### src/rtl/pkhm_pkg.sv
package pkhm_pkg;

  // Half-select encoding shared by the selector and its checker.
  typedef enum logic {
    HALF_LO = 1'b0,
    HALF_HI = 1'b1
  } half_sel_e;

  localparam int unsigned NUM_OPERANDS = 2;

endpackage

### src/rtl/pkhm_rst_sync.sv
module pkhm_rst_sync #(
  parameter int unsigned STAGES = 2
) (
  input  logic clk,
  input  logic rst_n,
  output logic rst_core_n
);

  logic [STAGES-1:0] sync_q;
  logic [STAGES-1:0] sync_d;

  always_comb begin
    sync_d = {sync_q[STAGES-2:0], 1'b1};
  end

  always_ff @(posedge clk or negedge rst_n) begin
    if (!rst_n) begin
      sync_q <= '0;
    end else begin
      sync_q <= sync_d;
    end
  end

  assign rst_core_n = sync_q[STAGES-1];

endmodule

### src/rtl/pkhm_half_pick.sv
module pkhm_half_pick
  import pkhm_pkg::*;
#(
  parameter int unsigned HALF_W = 16,
  localparam int unsigned WORD_W = 2 * HALF_W
) (
  input  logic [WORD_W-1:0]        word,
  input  logic                     hi,
  output logic signed [HALF_W-1:0] half
);

  half_sel_e sel;

  always_comb begin
    sel = half_sel_e'(hi);
    if (sel == HALF_HI) begin
      half = word[WORD_W-1:HALF_W];
    end else begin
      half = word[HALF_W-1:0];
    end
  end

endmodule

### src/rtl/pkhm_smul.sv
module pkhm_smul #(
  parameter int unsigned HALF_W = 16,
  localparam int unsigned PROD_W = 2 * HALF_W
) (
  input  logic signed [HALF_W-1:0] x,
  input  logic signed [HALF_W-1:0] y,
  output logic signed [PROD_W-1:0] p
);

  logic signed [PROD_W-1:0] x_ext;
  logic signed [PROD_W-1:0] y_ext;

  always_comb begin
    x_ext = PROD_W'(x);
    y_ext = PROD_W'(y);
    p     = x_ext * y_ext;
  end

endmodule

### src/rtl/pkhm_out_stage.sv
module pkhm_out_stage #(
  parameter int unsigned PROD_W = 32,
  parameter int unsigned TAG_W  = 5
) (
  input  logic              clk,
  input  logic              rst_core_n,
  input  logic              en,
  input  logic [PROD_W-1:0] prod_d,
  input  logic [TAG_W-1:0]  tag_d,
  output logic              valid_q,
  output logic [PROD_W-1:0] prod_q,
  output logic [TAG_W-1:0]  tag_q
);

  logic              valid_n;
  logic [PROD_W-1:0] prod_n;
  logic [TAG_W-1:0]  tag_n;

  always_comb begin
    valid_n = en;
    prod_n  = prod_q;
    tag_n   = tag_q;
    if (en) begin
      prod_n = prod_d;
      tag_n  = tag_d;
    end
  end

  always_ff @(posedge clk or negedge rst_core_n) begin
    if (!rst_core_n) begin
      valid_q <= 1'b0;
      prod_q  <= '0;
      tag_q   <= '0;
    end else begin
      valid_q <= valid_n;
      prod_q  <= prod_n;
      tag_q   <= tag_n;
    end
  end

endmodule

### src/rtl/pkmul_unit.sv
module pkmul_unit
  import pkhm_pkg::*;
#(
  parameter int unsigned HALF_W     = 16,
  parameter int unsigned TAG_W      = 5,
  parameter int unsigned SYNC_STAGES = 2,
  localparam int unsigned WORD_W    = 2 * HALF_W,
  localparam int unsigned PROD_W    = 2 * HALF_W
) (
  input  logic              clk,
  input  logic              rst_n,
  input  logic              in_valid,
  input  logic [WORD_W-1:0] a_word,
  input  logic [WORD_W-1:0] b_word,
  input  logic              a_hi,
  input  logic              b_hi,
  input  logic [TAG_W-1:0]  in_tag,
  output logic              out_valid,
  output logic [PROD_W-1:0] out_prod,
  output logic [TAG_W-1:0]  out_tag
);

  logic                     rst_core_n;
  logic [WORD_W-1:0]        src_word [NUM_OPERANDS];
  logic                     src_hi   [NUM_OPERANDS];
  logic signed [HALF_W-1:0] op_half  [NUM_OPERANDS];
  logic signed [PROD_W-1:0] prod_comb;

  pkhm_rst_sync #(
    .STAGES(SYNC_STAGES)
  ) u_rst_sync (
    .clk       (clk),
    .rst_n     (rst_n),
    .rst_core_n(rst_core_n)
  );

  always_comb begin
    src_word[0] = a_word;
    src_word[1] = b_word;
    src_hi[0]   = a_hi;
    src_hi[1]   = b_hi;
  end

  for (genvar g = 0; g < NUM_OPERANDS; g++) begin : g_pick
    pkhm_half_pick #(
      .HALF_W(HALF_W)
    ) u_pick (
      .word(src_word[g]),
      .hi  (src_hi[g]),
      .half(op_half[g])
    );
  end

  pkhm_smul #(
    .HALF_W(HALF_W)
  ) u_smul (
    .x(op_half[0]),
    .y(op_half[1]),
    .p(prod_comb)
  );

  pkhm_out_stage #(
    .PROD_W(PROD_W),
    .TAG_W (TAG_W)
  ) u_out (
    .clk       (clk),
    .rst_core_n(rst_core_n),
    .en        (in_valid),
    .prod_d    (prod_comb),
    .tag_d     (in_tag),
    .valid_q   (out_valid),
    .prod_q    (out_prod),
    .tag_q     (out_tag)
  );

endmodule

### config.mk
export PLATFORM = sky130hd
export DESIGN_NAME = pkmul_unit
export DESIGN_NICKNAME = d
export VERILOG_FILES = /design/src/rtl/pkhm_pkg.sv /design/src/rtl/pkhm_rst_sync.sv /design/src/rtl/pkhm_half_pick.sv /design/src/rtl/pkhm_smul.sv /design/src/rtl/pkhm_out_stage.sv /design/src/rtl/pkmul_unit.sv
export SDC_FILE = /design/constraint.sdc
export NUM_CORES = 1
export LEC_CHECK = 0
export ABC_AREA = 1
export BUFFER_PORTS_ARGS = -buffer_cell sky130_fd_sc_hd__buf_4
export CORE_AREA = 2 2 143 145
export DETAILED_ROUTE_END_ITERATION = 6
export DIE_AREA = 0 0 145 147
export PLACE_DENSITY = 0.95
export SLEW_MARGIN = 20
export SYNTH_ARGS = -nofsm -noshare
export SYNTH_HDL_FRONTEND = slang
export SYNTH_SLANG_ARGS = --single-unit
### constraint.sdc
create_clock -name clk -period 1.6 [get_ports clk]
set_input_delay 0.32 -clock clk [delete_from_list [all_inputs] [get_ports clk]]
set_output_delay 0.32 -clock clk [all_outputs]
set_load 0.05 [all_outputs]
==> flow_metrics.env, run 1 <==
export IMPL_place_ws_ps=-4350
export IMPL_async_flop_share=1.00
export IMPL_ys_seq_area_frac=0.0820
export IMPL_ys_flop_type="dfrtp_1"
export IMPL_die_x_um=145
export IMPL_dpl_cell_area_um2=15600
export IMPL_cts_htree_levels=2
export IMPL_error="[ERROR GRT-0116] Global routing finished with congestion. Check the congestion regions in the DRC Viewer."
export IMPL_synth_edf_count=0
export IMPL_syn_inst=1586
export IMPL_grt_pass1_vias=18769
export IMPL_root_buffer="clkbuf_16"
export IMPL_ys_ff_latch=40
export IMPL_syn_area_per_cell_um2=7.70
export IMPL_initial_core_util=0.615
export IMPL_ys_types=33
export IMPL_syn_nets=2004
export IMPL_ys_warn_count=0
export IMPL_cts_buffer_depth=2
export IMPL_placed_cells=2122
export IMPL_gr_usage_all_layers=0.793
export IMPL_grt_overflow_total=35
export IMPL_num_rows=52
export IMPL_port_buffers=111
export IMPL_grt_pass1_wl_um=124000
export IMPL_dieHeight_um=147
export IMPL_haltStage="global routing (5_1_grt)"
export IMPL_status="aborted with a tool error"
export IMPL_io_pins=112
export IMPL_gp_congestion=1.03
export IMPL_clock_sinks=40
export IMPL_dp_final_hpwl_um=37200
export IMPL_cts_buffers=5
export IMPL_syn_cell_area_um2=12200
export IMPL_grt_start_max_net_pins=39
## timing repair
action | in CTS
hold buffers | 1
gates resized for setup | 295
setup buffers | 64
hold endpoints to repair | 2
pin swaps | 101
gates cloned | 4
setup endpoints to repair | 31
## cells in the mapped netlist (4+ instances only)
library cell | number | area, µm²
a21oi_1 | 21 | 105
buf_2 | 24 | 120
clkbuf_1 | 6 | 22.5
dfrtp_1 | 40 | 1000
fa_1 | 262 | 5250
ha_1 | 82 | 1030
inv_1 | 424 | 1590
inv_2 | 4 | 15.0
nand2_1 | 391 | 1470
nand3_1 | 45 | 225
nand4_1 | 13 | 81.3
nor2_1 | 175 | 657
nor2_2 | 6 | 37.5
nor3_1 | 8 | 40.0
o21ai_0 | 23 | 115
o21ai_1 | 14 | 70.1
o21ai_2 | 11 | 96.3
o21bai_1 | 5 | 37.5
xnor2_1 | 12 | 105
## cell families after synthesis
kind of cell | Yosys count | share of synthesized area
simple gates | 646 | 0.211
buf+inv | 461 | 0.145
fa+ha+maj | 344 | 0.514
compound gates | 79 | 0.0378
flops | 40 | 0.0820
xor+xnor | 14 | 0.0100
other cells | 1 | 0.000307
mux | 1 | 0.000820
## stage by stage
| stage | TNS (ps) | utilization |
|---|---|---|
| after detailed placement | -113390 | 0.785 |
| after global placement | -107850 | 0.785 |
| after floorplan | -88990 | - |
| after CTS | -98500 | 0.883 |
## routing by layer
metal / GRT usage / overflow
met3: 0.693 / 2
met2: 0.928 / 19
met1: 0.770 / 5
met4: 0.810 / 9
met5: 0.400 / 0
==> run 2, diff against run 1 <==
--- a/config.mk
+++ b/config.mk
@@ -7,10 +7,10 @@
 export LEC_CHECK = 0
 export ABC_AREA = 1
 export BUFFER_PORTS_ARGS = -buffer_cell sky130_fd_sc_hd__buf_4
-export CORE_AREA = 2 2 143 145
+export CORE_AREA = 2 2 178 180
 export DETAILED_ROUTE_END_ITERATION = 6
-export DIE_AREA = 0 0 145 147
-export PLACE_DENSITY = 0.95
+export DIE_AREA = 0 0 180 182
+export PLACE_DENSITY_LB_ADDON = 0.15
 export SLEW_MARGIN = 20
 export SYNTH_ARGS = -nofsm -noshare
 export SYNTH_HDL_FRONTEND = slang
==> flow_metrics.env, run 2 <==
export IMPL_status="finished, violations left"
export IMPL_violations="setup timing"
export IMPL_finalClockSkew_ps=11.3
export IMPL_yosys_area_share_adder=0.514
export IMPL_synth_xor_area_share=0.0100
export IMPL_hp_class="in2reg"
export IMPL_synth_area_mux_share=0.000820
export IMPL_dp_final_hpwl_um=32300
export IMPL_layout_nets=2359
export IMPL_ys_warn_count=0
export IMPL_grt_pass1_wl_um=63700
export IMPL_period_share=3.34
export IMPL_final_common_cell="inv_1"
export IMPL_dieHeight_um=182
export IMPL_clock_sinks=40
export IMPL_synth_common_cells="424 x inv_1, 391 x nand2_1, 262 x fa_1"
export IMPL_critPathArrivalTime_ps=5510
export IMPL_drv_cap=0
export IMPL_port_buffers=111
export IMPL_drt_wirelength_per_cell_um=16.2
export IMPL_gp_congestion=0.944
export IMPL_layout_setup_ws_ps=-3740
export IMPL_ys_seq_area_frac=0.0820
export IMPL_syn_cell_area_um2=12200
export IMPL_cts_buffer_depth=2
export IMPL_drt_iter0_markers=541
export IMPL_wirelength_um=38000
export IMPL_cts_htree_levels=2
export IMPL_final_min_clock_period_ps=5340
export IMPL_final_layout_size_suffix_gt1_frac=0.384
export IMPL_endpoint_kind="register"
export IMPL_ys_types=33
export IMPL_fmax_ghz=0.187
export IMPL_largest_register="u_out.prod_q"
export IMPL_maxSlewViolCount=0
export IMPL_nFillCells=2780
export IMPL_grt_pass1_vias=12018
export IMPL_required_ps=1770
export IMPL_dpl_cell_area_um2=15900
export IMPL_die_x_um=180
export IMPL_worst_slew_pin_transition_ps=513
export IMPL_final_cell_mix="358 x inv_1, 316 x nand2_1, 304 x buf_4"
export IMPL_slew_headroom=0.658
export IMPL_vias=10963
export IMPL_drt_first_pass_iters=5
export IMPL_largest_reg_flops=32
export IMPL_area_delta_synth_final_pct=47.7
export IMPL_synthSimpleGateAreaFrac=0.211
export IMPL_root_buffer="clkbuf_16"
export IMPL_hold_viol_final=0
export IMPL_syn_nets=2004
export IMPL_async_flop_share=1.00
export IMPL_synth_edf_count=0
export IMPL_io_pins=112
export IMPL_crit_fanout=8
export IMPL_cts_tree="built"
export IMPL_synth_top_area_share=0.430
export IMPL_synth_top_family_by_area="adder cells"
export IMPL_place_ws_ps=-4300
export IMPL_synthTopCellsByArea="fa_1 43%, inv_1 13%, nand2_1 12%, ha_1 8.4%, dfrtp_1 8.2%"
export IMPL_path_class="in2reg"
export IMPL_ys_ff_latch=40
export IMPL_clock_latency_ps=290
export IMPL_synth_compound_area_frac=0.0378
export IMPL_grt_start_max_net_pins=39
export IMPL_vias_per_cell=4.68
export IMPL_largestRegisters="u_out.prod_q: 32 flops, u_out.tag_q: 5 flops, u_rst_sync.sync_q: 2 flops"
export IMPL_gr_usage_all_layers=0.244
export IMPL_synth_most_common_cell="inv_1"
export IMPL_design_area_um2=18000
export IMPL_grt_overflow_total=0
export IMPL_die_area_um2=32800
export IMPL_cts_buffers=5
export IMPL_path_clk_slew_ps=70
export IMPL_startpoint_type="input port"
export IMPL_drc=0
export IMPL_syn_area_per_cell_um2=7.70
export IMPL_initial_core_util=0.394
export IMPL_antenna_found_initial=0
export IMPL_ys_flop_type="dfrtp_1"
export IMPL_diodes=0
export IMPL_yosysTopAreaCell="fa_1"
export IMPL_syn_inst=1586
export IMPL_setup_viol=30
export IMPL_coreArea_um2=31000
export IMPL_num_rows=65
export IMPL_grt_setup_unrepaired="true"
export IMPL_r2r_slack_ps=890
export IMPL_detail_route_antenna_nets=0
## run 2: cell counts after synthesis
No cell type changed its count.
## run 2: worst paths after layout
| path | startpoint | endpoint | cells past startpoint |
|---|---|---|---|
| max in group asynchronous | u_rst_sync.sync_q[1] | u_out.tag_q[0] | 1 |
| worst min register to register | u_rst_sync.sync_q[1] | u_out.valid_q | 1 |
| worst min-delay path | in_valid | u_out.valid_q | 1 |
| worst max register to register | u_out.prod_q[30] | u_out.prod_q[30] | 2 |
| worst max-delay path | a_hi | u_out.prod_q[16] | 24 |
| min in group asynchronous | u_rst_sync.sync_q[1] | u_out.valid_q | 1 |
## run 2: repair_timing
action                                  4_1_cts  5_1_grt
gates cloned                                  6        0
buffers inserted                             44       28
endpoints found under the setup margin       31       31
endpoints found under the hold margin         2        0
pin swaps                                   154       91
hold buffers                                  1        0
resized for setup                           221      120
## run 2: stage by stage
stage | hold slack [ps] | utilization | setup TNS, ps | std cells
floorplan | 24.4 | - | -88990 | 1586
global placement | 103 | 0.512 | -110750 | 2264
detailed placement | 105 | 0.512 | -111000 | 2264
CTS | 146 | 0.563 | -95990 | 2322
global route | 146 | 0.582 | -102370 | 2344
finish | 148 | 0.582 | -96850 | 2344
## run 2: cell type report
| cell class | instances | area, µm² | share of cell area |
|---|---|---|---|
| clock buffers | 5 | 125 | 0.00694 |
| clock inverters | 3 | 18.8 | 0.00104 |
| inverters | 430 | 1670 | 0.0928 |
| multi-input cells | 1085 | 11300 | 0.628 |
| flip-flops and latches | 40 | 1000 | 0.0555 |
| well taps | 402 | 503 | 0.0279 |
| repair buffers | 377 | 3380 | 0.187 |
| repair inverters | 2 | 15.0 | 0.000833 |
## run 2: critical path, cell delays in order
cell and delay [ps]:
buf_16 130, buf_16 140, o21ai_4 190, buf_6 130, buf_12 100, nor2_1 50
fa_1 520, inv_2 40, fa_2 560, fa_2 440, fa_1 550, inv_1 50
fa_1 480, fa_1 560, ha_4 260, a21oi_4 190, inv_2 70, nor2_4 100
nand3_2 110, nand2_1 70, nand2_1 60, or2_1 210, nand3_1 100, nand2_1 60
## run 2: metal layers
metal | track usage | vias to the layer above | part of all wire
met4 | 0.0663 | 0 | 0.028
met3 | 0.0231 | 47 | 0.037
met5 | 0 | - | 0
met1 | 0.339 | 5405 | 0.45
li1 | - | 5285 | -
met2 | 0.411 | 226 | 0.49
## run 2: cells by family (layout without fill, tap and decap cells)
family | after synthesis | count (layout)
other | 1 | 1
buffers and inverters | 461 | 817
flip-flops | 40 | 40
multiplexers | 1 | 1
adder cells (fa/ha/maj) | 344 | 344
AO/OA/AOI/OAI | 79 | 79
XOR/XNOR | 14 | 14
AND/OR/NAND/NOR | 646 | 646
Power of run 2 is left out: the tool's default activity adds up to more than one toggle a clock period on the data nets, which glitch-free logic cannot reach.
